==> src/rtl/lcd_scan_timer.sv <==
module lcd_scan_timer #(
  parameter int CL_DIV = 8,
  parameter int NSEG   = 128,
  parameter int NCOM   = 64
) (
  input  logic                 clk,
  input  logic                 rst_n,
  input  logic                 master,
  input  logic                 duty64,
  input  logic                 com_up,
  input  logic                 seg_fwd,
  input  logic                 start_we,
  input  logic [$clog2(NCOM)-1:0] start_line,
  input  logic                 cl_in,
  input  logic                 frm_in,
  input  logic                 m_in,
  output logic                 cl_out,
  output logic                 frm_out,
  output logic                 m_out,
  output logic                 sync_oe,
  output logic [$clog2(NCOM)-1:0] row_addr,
  output logic [2:0]           row_page,
  input  logic [NSEG-1:0]      rd_data,
  output logic [3*NSEG-1:0]    seg_code,
  output logic [3*NCOM-1:0]    com_code
);
  localparam int ZW = $clog2(NCOM);
  localparam int DW = (CL_DIV > 1) ? $clog2(CL_DIV) : 1;
  localparam logic [2:0] LV_V0 = 3'd0, LV_V1 = 3'd1, LV_V2 = 3'd2,
                         LV_V3 = 3'd3, LV_V4 = 3'd4, LV_GND = 3'd5;

  wire [ZW-1:0] last_row = duty64 ? ZW'(NCOM - 1) : ZW'(NCOM * 3 / 4 - 1);

  logic [DW-1:0] div_q;
  logic          cl_q, frm_q, m_q;
  logic [ZW-1:0] gen_row;
  wire           div_end = (div_q == DW'(CL_DIV - 1));

  always_ff @(posedge clk or negedge rst_n)
    if (!rst_n) begin
      div_q <= '0; cl_q <= 1'b1; frm_q <= 1'b0; m_q <= 1'b0; gen_row <= '1;
    end else if (!master) begin
      div_q <= '0; cl_q <= 1'b1; frm_q <= 1'b0; m_q <= 1'b0; gen_row <= '1;
    end else if (div_end) begin
      div_q <= '0;
      cl_q  <= ~cl_q;
      if (cl_q) begin
        if (gen_row >= last_row) begin
          gen_row <= '0; frm_q <= 1'b1; m_q <= ~m_q;
        end else begin
          gen_row <= gen_row + 1'b1; frm_q <= 1'b0;
        end
      end
    end else
      div_q <= div_q + 1'b1;

  assign cl_out  = cl_q;
  assign frm_out = frm_q;
  assign m_out   = m_q;
  assign sync_oe = master;

  logic [2:0] sy1, sy2;
  always_ff @(posedge clk or negedge rst_n)
    if (!rst_n) begin sy1 <= '0; sy2 <= '0; end
    else begin sy1 <= {m_in, frm_in, cl_in}; sy2 <= sy1; end

  wire cl_s  = master ? cl_q  : sy2[0];
  wire frm_s = master ? frm_q : sy2[1];
  wire m_s   = master ? m_q   : sy2[2];

  logic armed, cl_d;
  always_ff @(posedge clk or negedge rst_n)
    if (!rst_n) begin armed <= 1'b0; cl_d <= 1'b0; end
    else begin armed <= 1'b1; cl_d <= cl_s; end

  wire rise_ev = armed & cl_s & ~cl_d;
  wire fall_ev = armed & ~cl_s & cl_d;

  logic [ZW-1:0] z, start_q, com_idx;
  logic [NSEG-1:0] row_lat;
  logic live;

  always_ff @(posedge clk or negedge rst_n)
    if (!rst_n) z <= '0;
    else if (fall_ev) z <= (frm_s || z >= last_row) ? '0 : z + 1'b1;

  always_ff @(posedge clk or negedge rst_n)
    if (!rst_n) start_q <= '0;
    else if (start_we) start_q <= start_line;

  assign row_addr = z + start_q;
  assign row_page = row_addr[ZW-1:ZW-3];

  always_ff @(posedge clk or negedge rst_n)
    if (!rst_n) begin row_lat <= '0; com_idx <= '0; live <= 1'b0; end
    else if (rise_ev) begin row_lat <= rd_data; com_idx <= z; live <= 1'b1; end

  for (genvar j = 0; j < NSEG; j++) begin : g_seg
    wire d = seg_fwd ? row_lat[j] : row_lat[NSEG-1-j];
    assign seg_code[3*j +: 3] = m_s ? (d ? LV_GND : LV_V3) : (d ? LV_V0 : LV_V2);
  end

  for (genvar k = 0; k < NCOM; k++) begin : g_com
    wire sel = live && (com_up ? (com_idx == ZW'(k)) : (com_idx == ZW'(NCOM-1-k)));
    assign com_code[3*k +: 3] = m_s ? (sel ? LV_V0 : LV_V4) : (sel ? LV_GND : LV_V1);
  end
endmodule

==> config.mk <==
export PLATFORM = sky130hd
export DESIGN_NAME = lcd_scan_timer
export DESIGN_NICKNAME = d
export VERILOG_FILES = /design/src/rtl/lcd_scan_timer.sv
export SDC_FILE = /design/constraint.sdc
export NUM_CORES = 1
export LEC_CHECK = 0
export ABC_AREA = 1
export CAP_MARGIN = 5
export CORE_AREA = 2 2 286 288
export CTS_CLUSTER_DIAMETER = 60
export DETAILED_ROUTE_END_ITERATION = 8
export DIE_AREA = 0 0 288 290
export MAX_ROUTING_LAYER = met4
export PLACE_DENSITY = 0.43
export SLEW_MARGIN = 20
export SYNTH_ARGS = -nofsm -noshare
export SYNTH_HDL_FRONTEND = slang
export SYNTH_SLANG_ARGS = --single-unit
export TNS_END_PERCENT = 10
==> constraint.sdc <==
create_clock -name clk -period 5.2 [get_ports clk]
set_input_delay 0.52 -clock clk [delete_from_list [all_inputs] [get_ports clk]]
set_output_delay 0.52 -clock clk [all_outputs]
set_load 0.01 [all_outputs]
## After elaboration in Yosys (flattened, before gate mapping)

Cells that the tools add are included.

| word-level totals | value |
|---|---|
| logic and storage cells | 952 |
| input port bits | 144 |
| output and inout bits | 589 |
| register bits | 167 |

| operators by class | value |
|---|---|
| bitwise operators | 8 |
| reduce and logical (&&, ||, !) cells | 68 |
| eq/ne operators | 67 |
| add/subtract/negate cells | 4 |
| multiplexer cells | 789 |
| order comparisons | 2 |

Operator list:

| cell | count |
|---|---|
| two-way mux 3 bit | 450 |
| two-way mux 2 bit | 128 |
| two-way mux 1 bit | 205 |
| equality test 6 bit, second input constant | 32 |
| equality test 6 x 5 -> 1 bit, second input constant | 16 |
| logical AND 1 bit | 64 |
| equality test 6 x 4 -> 1 bit, second input constant | 8 |
| two-way mux 6 bit | 5 |
| equality test 6 x 3 -> 1 bit, second input constant | 4 |
| adder 6 x 1 -> 6 bit, second input constant | 2 |
| equality test 6 x 2 -> 1 bit, second input constant | 2 |
| greater-or-equal comparator 6 bit | 2 |
| adder 6 bit | 1 |
| equality test 6 x 1 -> 1 bit, second input constant | 1 |
| zero test 6 bit | 1 |
| != test 2 x 1 -> 1 bit, second input constant | 3 |
| two-way mux 5 bit | 1 |
| bitwise AND 1 bit | 4 |
| inverter 1 bit | 4 |
| adder 3 x 1 -> 3 bit, second input constant | 1 |
| equality test 3 bit, second input constant | 1 |
| AND reduction 3 bit | 1 |
| AND reduction 2 bit | 1 |
| logical OR 1 bit | 1 |

## Depth between registers and ports, before layout

Gate-level depths: netlist (run 1).

| depth | value |
|---|---|
| word-level depth | 6 |
| depth in mapped cells | 9 |
| gate-level depth less buffers | 9 |

## Worst setup path after synthesis (run 1)

Ideal clock, no wire load.

| timing path | value |
|---|---|
| path type | input port to output port |
| from | input master |
| to | output seg_code[0] |
| required time | 4,680 ps |
| path slack | 716 ps |
| arrival | 3,964 ps |
| path buffers | 2 |
| stages on the path | 6 |
| cell sequence | nand2_1 inv_1 a21oi_4 inv_1 clkbuf_1 buf_4 |

| on the way | value |
|---|---|
| word-level cells in the longest chain between the ends | 2 |

RTL lines:

| item | line | text |
|---|---|---|
| start: declaration | 8 | `input logic master,` |
| two-way mux 1 bit | 69 | `wire m_s = master ? m_q : sy2[2];` |
| named net m_s | 69 |  |
| two-way mux 3 bit | 100 | `assign seg_code[3*j +: 3] = m_s ? (d ? LV_GND : LV_V3) : (d ? LV_V0 : LV_V2);` |
| end: declaration | 24 | `output logic [3*NSEG-1:0] seg_code,` |

The timed path passes the listed nets, and every way through them passes these cells.

## Final worst setup path (run 1)

| timing path | value |
|---|---|
| from | input master |
| to | output com_code[20] |

| on the way | value |
|---|---|
| word-level cells in the longest chain between the ends | 2 |

RTL lines:

| item | line | text |
|---|---|---|
| two-way mux 1 bit | 69 |  |
| two-way mux 3 bit | 105 | `assign com_code[3*k +: 3] = m_s ? (sel ? LV_V0 : LV_V4) : (sel ? LV_GND : LV_V1);` |
| end: declaration | 25 | `output logic [3*NCOM-1:0] com_code` |

No other way between the ends.

==> summary.md, run 1 <==
| Metric | Value |
|---|---|
| Average cell area after synthesis | `6.68 sq um` |
| Critical path cell sequence | `clkdlybuf4s50_1 -> nand2_1 -> inv_1 -> a21oi_4 -> inv_4 -> buf_12 -> nand2_1 -> nand2_1 -> clkdlybuf4s50_1` |
| Number of max-slew violations in the final report | `0` |
| Leftover overflow at the end of global routing | `0` |
| Clock period minus final worst setup slack | `between 3 and 4 ns` |
| Final TNS setup | `0 ns` |
| Most used flip-flop cell after synthesis | `sky130_fd_sc_hd__dfrtp_1` |
| Family with the most delay on the worst path | `buffers and inverters` |
| GRT met3 Usage | `between 2 and 3%` |
| Leading cell types by total area after synthesis | `sky130_fd_sc_hd__dfrtp_1 31%, sky130_fd_sc_hd__buf_4 16%, sky130_fd_sc_hd__nand2_1 13%, sky130_fd_sc_hd__nor2_1 7.9%, sky130_fd_sc_hd__a21oi_1 5.0%` |
| Total of buffers placed on input and output ports | `roughly 670` |
| Overall die area | `about 0.084 sq mm` |
| Cells resized by post-CTS repair | `0` |
| Total placed cells including tap cells | `3,388` |
| DR WL/cell | `15.4 um` |
| Critical R2R Launch | `cl_out` |
| Static leakage | `around 8.9 nW` |
| Post-synthesis compound-gate area fraction | `between 10 and 15%` |
| Number of sinks driven by the clock tree | `~170` |
| Utilization after layout | `24.4%` |
| Post-CTS Hold Buffers | `0` |
| Width of the chip | `288 um` |
| Number of cells traversed by the worst register-to-register path | `6` |
| Post-synth ARST share | `100%` |
| CP max stage delay | `~0.67 ns` |
| Number of violations of the max-capacitance limit | `0` |
| Number of global-route vias before repair | `about 12,000` |
| Most used routing layer in global routing | `met2` |
| Number of nets with antenna violations after routing | `0` |
| Post-synthesis cell type count | `33` |
| Hold Fails Final Rpt | `0` |
| Power density cells | `between 200 and 300 mW/mm^2` |
| DP HPWL | `39,800 um` |
| Met1 Use GR | `around 15%` |
| Std cell rows | `about 100` |
| Slowest-stage cell, CP | `sky130_fd_sc_hd__clkdlybuf4s50_1` |
| Area taken by flip-flops and latches | `between 0.004 and 0.005 sq mm` |
| Met2 usage | `a little over a fifth` |
| RSZ-0062 raised after global routing | `no` |
| Number of stages on the worst setup path | `9` |
| WHS | `0.0569 ns` |
| Sort of element at the end of the critical path | `primary output` |
| Xor-xnor portion of the synthesized cell area | `less than 1%` |
| Violation count after the first detailed-routing iteration | `about 900` |
| Height of the die | `290 um` |
| Seq cells post-synth | `around 170` |
| Basic-gate share of the synthesized area counting and, or, nand and nor cells | `about 30%` |
| Clock insertion delay at the later pin of the skew report | `roughly 0.5 ns` |
| Worst-case headroom to the max-slew limit | `a little under a third` |
| Category of the critical setup timing path | `input pin to primary output` |
| Initial antenna violation count | `4` |
| Fraction of final layout cells sized beyond drive strength 1 | `under 10%` |
| Cell taking the most area after synthesis | `sky130_fd_sc_hd__dfrtp_1` |
| Syn Std Cell Area | `between 0.01 and 0.015 sq mm` |
| Root Driver | `sky130_fd_sc_hd__clkbuf_16` |
| Total Routing Usage GR | `12.6%` |
| Number of clock buffers inserted by TritonCTS | `17` |
| Net count, final | `2,503` |
| Number of instances in the synthesized netlist | `roughly 2,000` |
| Max clock buf depth | `2` |
| R2R Setup Slk | `3.13 ns` |
| Multi-input combinational cell area | `0.00588 sq mm` |
| DRC viols | `0` |
| CTS clock-pin slew for the worst setup and hold paths | `0.07 ns` |
| Multiplexer fraction of the synthesized cell area | `less than 1%` |
| Num ports | `733` |
| Buffers plus inverters on the worst setup path | `5` |
| Non-filler cells, final | `between 3,000 and 4,000` |
| Endpoint required time on the critical path | `between 4 and 5 ns` |
| Achievable clock frequency | `275 MHz` |
| Transition time of the tightest slew-check pin | `1.04 ns` |
| Share of synthesized area occupied by flip-flops and latches | `a little under a third` |
| Most frequent cell on the critical path | `sky130_fd_sc_hd__nand2_1` |
| Layout overhead on the synthesized area | `49.3%` |
| Detailed-router iteration count before antenna repair | `5` |
| Largest net degree at the start of global routing | `around 140` |
| Worst IR drop on VDD | `about 0.22 mV` |
| Critical Path Start Type | `input pin` |
| Initial Utilization | `16.4%` |
| Number of buffers inserted to repair setup after CTS | `0` |
| Combinational family with the most area after synthesis | `simple AND/OR/NAND/NOR gates` |
| Count of endpoints failing setup in the final report | `0` |
| Pre-CTS setup slack | `between 1 and 1.5 ns` |
| Largest driver fanout on the critical path | `a little over 70` |
| Status | `finished, final reports clean` |
| Synth Warn # | `0` |
| Data arrival, critical path | `approximately 3.1 ns` |
| Deepest level of the CTS H-tree | `4` |
| Number of enable-type register cells in the synthesized netlist | `0` |
| Top cell type's share of synthesized area | `30.5%` |
| Endpoint of the most critical register-to-register path | `row_lat[68]` |
| Vias post-DR | `~13,000` |
| Number of filler cells placed in the layout | `~9,000` |
| Global-route wire length before repair | `about 80,000 um` |
| Total Wirelength | `roughly 53,000 um` |
| Adder-cell share of the synthesized area | `under 10%` |
| Fraction of the cycle the final worst path needs | `around 70%` |
| Via density per instance | `around 3.8` |
| Post-layout worst setup margin | `1.57 ns` |
| Class of the tightest hold or removal check | `input pin to asynchronous set/reset pin` |
| Clock tree from TritonCTS | `yes` |
| Clock skew | `roughly 0.018 ns` |
| Weighted congestion reported at the end of routability-driven placement | `just over 0.8` |
| Core box area | `about 0.080 sq mm` |
-- metrics by stage --
stage                     cell area [sq um]  power [mW]
after global placement                19000        4.23
after global routing                  19600        5.94
final                                 19600        5.54
after CTS                             19600        5.68
after floorplan                       13300        3.03
after detailed placement              19000        4.22
-- state kept, by name (all words and copies together) (netlist names) --
signal	count
cl_d	1
cl_out	1
armed	1
start_q	6
z	6
sy1	3
gen_row	6
live	1
m_out	1
frm_out	1
com_idx	6
div_q	3
sy2	3
row_lat	128
-- worst max-delay path by stage --
stage | to | start | slack (ns)
floorplan | seg_code[0] | master | 0.72
global placement | com_code[86] | master | 1.43
detailed placement | com_code[86] | master | 1.49
CTS | com_code[86] | master | 1.47
global route | com_code[20] | master | 1.28
finish | com_code[20] | master | 1.57
-- Yosys cell counts, types with 2 or more instances --
library cell,instances
sky130_fd_sc_hd__xor2_1,6
sky130_fd_sc_hd__ha_1,11
sky130_fd_sc_hd__o21ai_1,21
sky130_fd_sc_hd__nand2_1,445
sky130_fd_sc_hd__buf_6,18
sky130_fd_sc_hd__dfrtp_1,160
sky130_fd_sc_hd__a21oi_1,132
sky130_fd_sc_hd__buf_2,49
sky130_fd_sc_hd__o22ai_1,2
sky130_fd_sc_hd__or2_2,2
sky130_fd_sc_hd__buf_4,271
sky130_fd_sc_hd__buf_1,10
sky130_fd_sc_hd__nor2_4,2
sky130_fd_sc_hd__inv_1,164
sky130_fd_sc_hd__o21ai_0,121
sky130_fd_sc_hd__nor2_2,6
sky130_fd_sc_hd__conb_1,2
sky130_fd_sc_hd__nor2_1,277
sky130_fd_sc_hd__nand4_1,68
sky130_fd_sc_hd__dfstp_2,7
sky130_fd_sc_hd__a21oi_2,4
sky130_fd_sc_hd__clkbuf_1,36
sky130_fd_sc_hd__nand3_1,130
sky130_fd_sc_hd__mux2_2,5
sky130_fd_sc_hd__xnor2_1,3
sky130_fd_sc_hd__inv_2,2
-- routing by layer --
metal / vias to the layer above / wire [um]
li1: 6684 / -
met1: 5924 / 22200
met2: 485 / 26500
met3: 39 / 3270
met4: 0 / 730
met5: - / 0
-- worst register-to-register path, delay by kind of cell, from the launching register on --
family	cells	cell delay (ns)
buffers and inverters	1	0.41
AND/OR/NAND/NOR	4	0.93
flip-flops	1	0.56
AO/OA/AOI/OAI	1	0.05
-- cells in the final DEF, fill, tap and decap left out, types with 4 or more instances in the layout --
| cell type | netlist | routed |
|---|---|---|
| sky130_fd_sc_hd__nand3_1 | 130 | 130 |
| sky130_fd_sc_hd__mux2_2 | 5 | 5 |
| sky130_fd_sc_hd__a21oi_2 | 4 | 4 |
| sky130_fd_sc_hd__xor2_1 | 6 | 6 |
| sky130_fd_sc_hd__ha_1 | 11 | 11 |
| sky130_fd_sc_hd__buf_4 | 271 | 12 |
| sky130_fd_sc_hd__o21ai_0 | 121 | 119 |
| sky130_fd_sc_hd__dfrtp_1 | 160 | 159 |
| sky130_fd_sc_hd__clkbuf_16 | 0 | 17 |
| sky130_fd_sc_hd__conb_1 | 2 | 65 |
| sky130_fd_sc_hd__nand2_1 | 445 | 445 |
| sky130_fd_sc_hd__nor2_2 | 6 | 6 |
| sky130_fd_sc_hd__a21oi_1 | 132 | 132 |
| sky130_fd_sc_hd__buf_12 | 0 | 8 |
| sky130_fd_sc_hd__clkdlybuf4s50_1 | 0 | 665 |
| sky130_fd_sc_hd__nor2_1 | 277 | 277 |
| sky130_fd_sc_hd__inv_8 | 0 | 4 |
| sky130_fd_sc_hd__inv_1 | 164 | 163 |
| sky130_fd_sc_hd__dfstp_2 | 7 | 7 |
| sky130_fd_sc_hd__o21ai_1 | 21 | 23 |
| sky130_fd_sc_hd__nand4_1 | 68 | 68 |
| sky130_fd_sc_hd__inv_6 | 0 | 6 |
-- cell families (layout without fill, tap and decap cells) --
group	Yosys count	after routing
other	2	68
adders and majority gates	12	12
AOI/OAI and AO/OA	283	283
muxes	5	5
DFF	167	167
xor gates and xnor gates	9	9
and+or+nand+nor	933	933
buffers and inverters	550	886
-- where the power goes --
group | internal (mW) | leakage, nW | switching, mW
Sequential | 1.53 | 1.96 | 0.158
Clock | 0.729 | 0.297 | 0.653
Combinational | 1.13 | 6.60 | 1.34
-- area by class of cell --
cell class / count / share of cell area, %
Sequential cell: 167 / 21.4
Multi-Input combinational cell: 1307 / 30.0
Tap cell: 1060 / 6.78
Clock buffer: 17 / 2.17
Timing Repair Buffer: 688 / 35.5
Clock inverter: 15 / 0.914
Inverter: 166 / 3.20
Antenna cell: 3 / 0.0384
(Power assumes the default switching activity.)
==> run 2: changes to the inputs <==
--- a/config.mk
+++ b/config.mk
@@ -7,12 +7,12 @@
 export LEC_CHECK = 0
 export ABC_AREA = 1
 export CAP_MARGIN = 5
-export CORE_AREA = 2 2 286 288
+export CORE_AREA = 2 2 284 286
 export CTS_CLUSTER_DIAMETER = 60
 export DETAILED_ROUTE_END_ITERATION = 8
-export DIE_AREA = 0 0 288 290
+export DIE_AREA = 0 0 286 288
 export MAX_ROUTING_LAYER = met4
-export PLACE_DENSITY = 0.43
+export PLACE_DENSITY = 0.44
 export SLEW_MARGIN = 20
 export SYNTH_ARGS = -nofsm -noshare
 export SYNTH_HDL_FRONTEND = slang
==> constraint.sdc (replaced) <==
create_clock -name clk -period 3.2 [get_ports clk]
set_input_delay 0.32 -clock clk [delete_from_list [all_inputs] [get_ports clk]]
set_output_delay 0.32 -clock clk [all_outputs]
set_load 0.01 [all_outputs]
==> run 2 against run 1 <==
Register-to-register slack got worse by 1.7 ns. Die area shrank 1.4%. Utilization grew 0.44 points. Wire length shrank 0.84%. Via count up 1.4%. Clock skew is 0.0037 ns lower. Largest power group unchanged.
==> summary.md, run 2 (same netlist as run 1, synthesis figures left out) <==
| Metric | Value |
|---|---|
| Initial antenna violation count | `7` |
| Global-route wire length before repair | `roughly 76,000 um` |
| Number of violations of the max-capacitance limit | `0` |
| Category of the critical setup timing path | `flip-flop to primary output` |
| Critical Path Start Type | `flip-flop` |
| Leading cell type in the layout, fill and taps excluded | `sky130_fd_sc_hd__clkdlybuf4s50_1` |
| Overall die area | `0.0824 sq mm` |
| Count of endpoints failing setup in the final report | `0` |
| Core box area | `~0.080 sq mm` |
| Clock tree from TritonCTS | `yes` |
| Flip-flop count of the largest register after layout | `approximately 130` |
| Number of sinks driven by the clock tree | `about 170` |
| Worst IR drop on VDD | `between 0.3 and 0.4 mV` |
| DR WL/cell | `15.2 um` |
| Number of filler cells placed in the layout | `~8,900` |
| Clock period minus final worst setup slack | `between 3 and 4 ns` |
| Post-layout worst setup margin | `around 0.18 ns` |
| Largest net degree at the start of global routing | `136` |
| P_int | `5.41 mW` |
| Clock skew | `approximately 0.014 ns` |
| Number of nets with antenna violations after routing | `0` |
| Transition time of the tightest slew-check pin | `between 0.6 and 0.7 ns` |
| Largest driver fanout on the critical path | `12` |
| Layout overhead on the synthesized area | `51.0%` |
| Std cell rows | `104` |
| Post-DP Area | `roughly 0.019 sq mm` |
| Hold Fails Final Rpt | `0` |
| Clock insertion delay at the later pin of the skew report | `roughly 0.48 ns` |
| RSZ-0062 raised after global routing | `no` |
| Overall Power | `a little under 9 mW` |
| Pre-CTS setup slack | `0.309 ns` |
| Class of the tightest hold or removal check | `input pin to flip-flop` |
| Detailed-router iteration count before antenna repair | `5` |
| Max clock buf depth | `2` |
| Initial Utilization | `16.5%` |
| Deepest level of the CTS H-tree | `4` |
| DP HPWL | `~40,000 um` |
| Largest register by flop count | `row_lat` |
| Static leakage | `between 8 and 9 nW` |
| Vias post-DR | `13,300` |
| Sw frac | `between 30 and 40%` |
| Worst-case headroom to the max-slew limit | `a little over half` |
| Sw power | `around 3.5 mW` |
| Achievable clock frequency | `approximately 330 MHz` |
| Fraction of the cycle the final worst path needs | `roughly 94%` |
| Final TNS setup | `0 ns` |
| Multi-input combinational cell area | `approximately 0.0059 sq mm` |
| Violation count after the first detailed-routing iteration | `approximately 830` |
| Area taken by flip-flops and latches | `0.00419 sq mm` |
| R2R Setup Slk | `roughly 1.5 ns` |
| Weighted congestion reported at the end of routability-driven placement | `roughly 0.8` |
| Power density cells | `451 mW/mm^2` |
| Post-route cell area | `0.0198 sq mm` |
| Width of the chip | `around 290 um` |
| Height of the die | `between 200 and 300 um` |
| DRC viols | `0` |
| Comb pwr share | `45.1%` |
| WHS | `approximately 0.28 ns` |
| Sort of element at the end of the critical path | `primary output` |
| Leftover overflow at the end of global routing | `0` |
| Leading cell types in the layout, fill and taps excluded | `665 x sky130_fd_sc_hd__clkdlybuf4s50_1, 445 x sky130_fd_sc_hd__nand2_1, 277 x sky130_fd_sc_hd__nor2_1` |
| Fraction of final layout cells sized beyond drive strength 1 | `4.70%` |
| Clock network fraction of design power | `between 20% and 30%` |
| Status | `finished, final reports clean` |
| Data arrival, critical path | `between 2 and 3 ns` |
| Number of max-slew violations in the final report | `0` |
| Sequential cell fraction of total power | `between 30% and 40%` |
| Root Driver | `sky130_fd_sc_hd__clkbuf_16` |
| Number of global-route vias before repair | `12,100` |
| Num ports | `approximately 730` |
| Cells resized by post-CTS repair | `0` |
| Endpoint required time on the critical path | `approximately 2.9 ns` |
| Total Wirelength | `about 52,000 um` |
| Via density per instance | `3.86` |
| Number of clock buffers inserted by TritonCTS | `17` |
| CTS clock-pin slew for the worst setup and hold paths | `0.08 ns` |
| Net count, final | `roughly 2,500` |
| Total Routing Usage GR | `approximately an eighth` |
| Total of buffers placed on input and output ports | `between 600 and 700` |
run 2: cell count changes in the layout (fill, tap and decap cells not counted), sizes merged:
cell         previous run  this run
clkinv                  2         6
bufinv                  2         0
buf                    21        45
dlygate4sd3             0         1
diode                   3         5
inv                   176       174
run 2: timing repair:
item / CTS / global route
hold buffers: 1 / 0
buffers inserted: 0 / 0
endpoints found under the hold margin: 60 / 0
run 2: power groups by stage:
stage                     combinational [mW]  clock (mW)  sequential (mW)
after floorplan                         2.20           0             2.71
after global placement                  4.08           0             2.79
after detailed placement                4.08           0             2.80
after CTS                               4.10        2.29             2.76
after global routing                    4.42        2.35             2.81
final                                   4.02        2.14             2.75
run 2: layout make-up:
cell class | count | share of cell area, %
clock inverter | 15 | 0.778
sequential | 167 | 21.2
inverter | 166 | 3.16
antenna | 5 | 0.0632
tap | 1060 | 6.70
clock buffer | 17 | 2.15
timing repair buffer | 713 | 36.3
multi-input combinational | 1307 | 29.7
run 2: worst paths after layout:
path,endpoint,from,cells past startpoint
setup / recovery,com_code[182],com_idx[1],7
hold / removal,sy1[2],m_in,1
setup reg to reg,m_out,div_q[0],8
hold reg to reg,sy2[2],sy1[2],0
max in group asynchronous,live,rst_n,3
min in group asynchronous,row_lat[53],rst_n,2
run 2: metrics by stage:
stage	utilization, %	cells
floorplan	-	2024
global placement	24.1	3412
detailed placement	24.1	3412
CTS	24.8	3445
global route	24.9	3450
finish	24.9	3450
run 2: routing by layer:
layer	share of wire (%)	routed length [um]	global-route usage (%)	vias to the layer above
li1	-	-	-	6731
met1	42	22200	15.0	6039
met2	50	26000	20.8	514
met3	6.5	3390	2.94	36
met4	1.4	713	3.40	0
met5	0	0	-	-
run 2: critical path, stage by stage, from the launching register on:
cell and delay, ns:
sky130_fd_sc_hd__dfrtp_1 0.49, sky130_fd_sc_hd__nand2_1 0.11, sky130_fd_sc_hd__inv_1 0.46, sky130_fd_sc_hd__nand3_1 0.22, sky130_fd_sc_hd__nand2_1 0.21, sky130_fd_sc_hd__nand4_1 0.11
sky130_fd_sc_hd__nand2_1 0.10, sky130_fd_sc_hd__clkdlybuf4s50_1 0.53
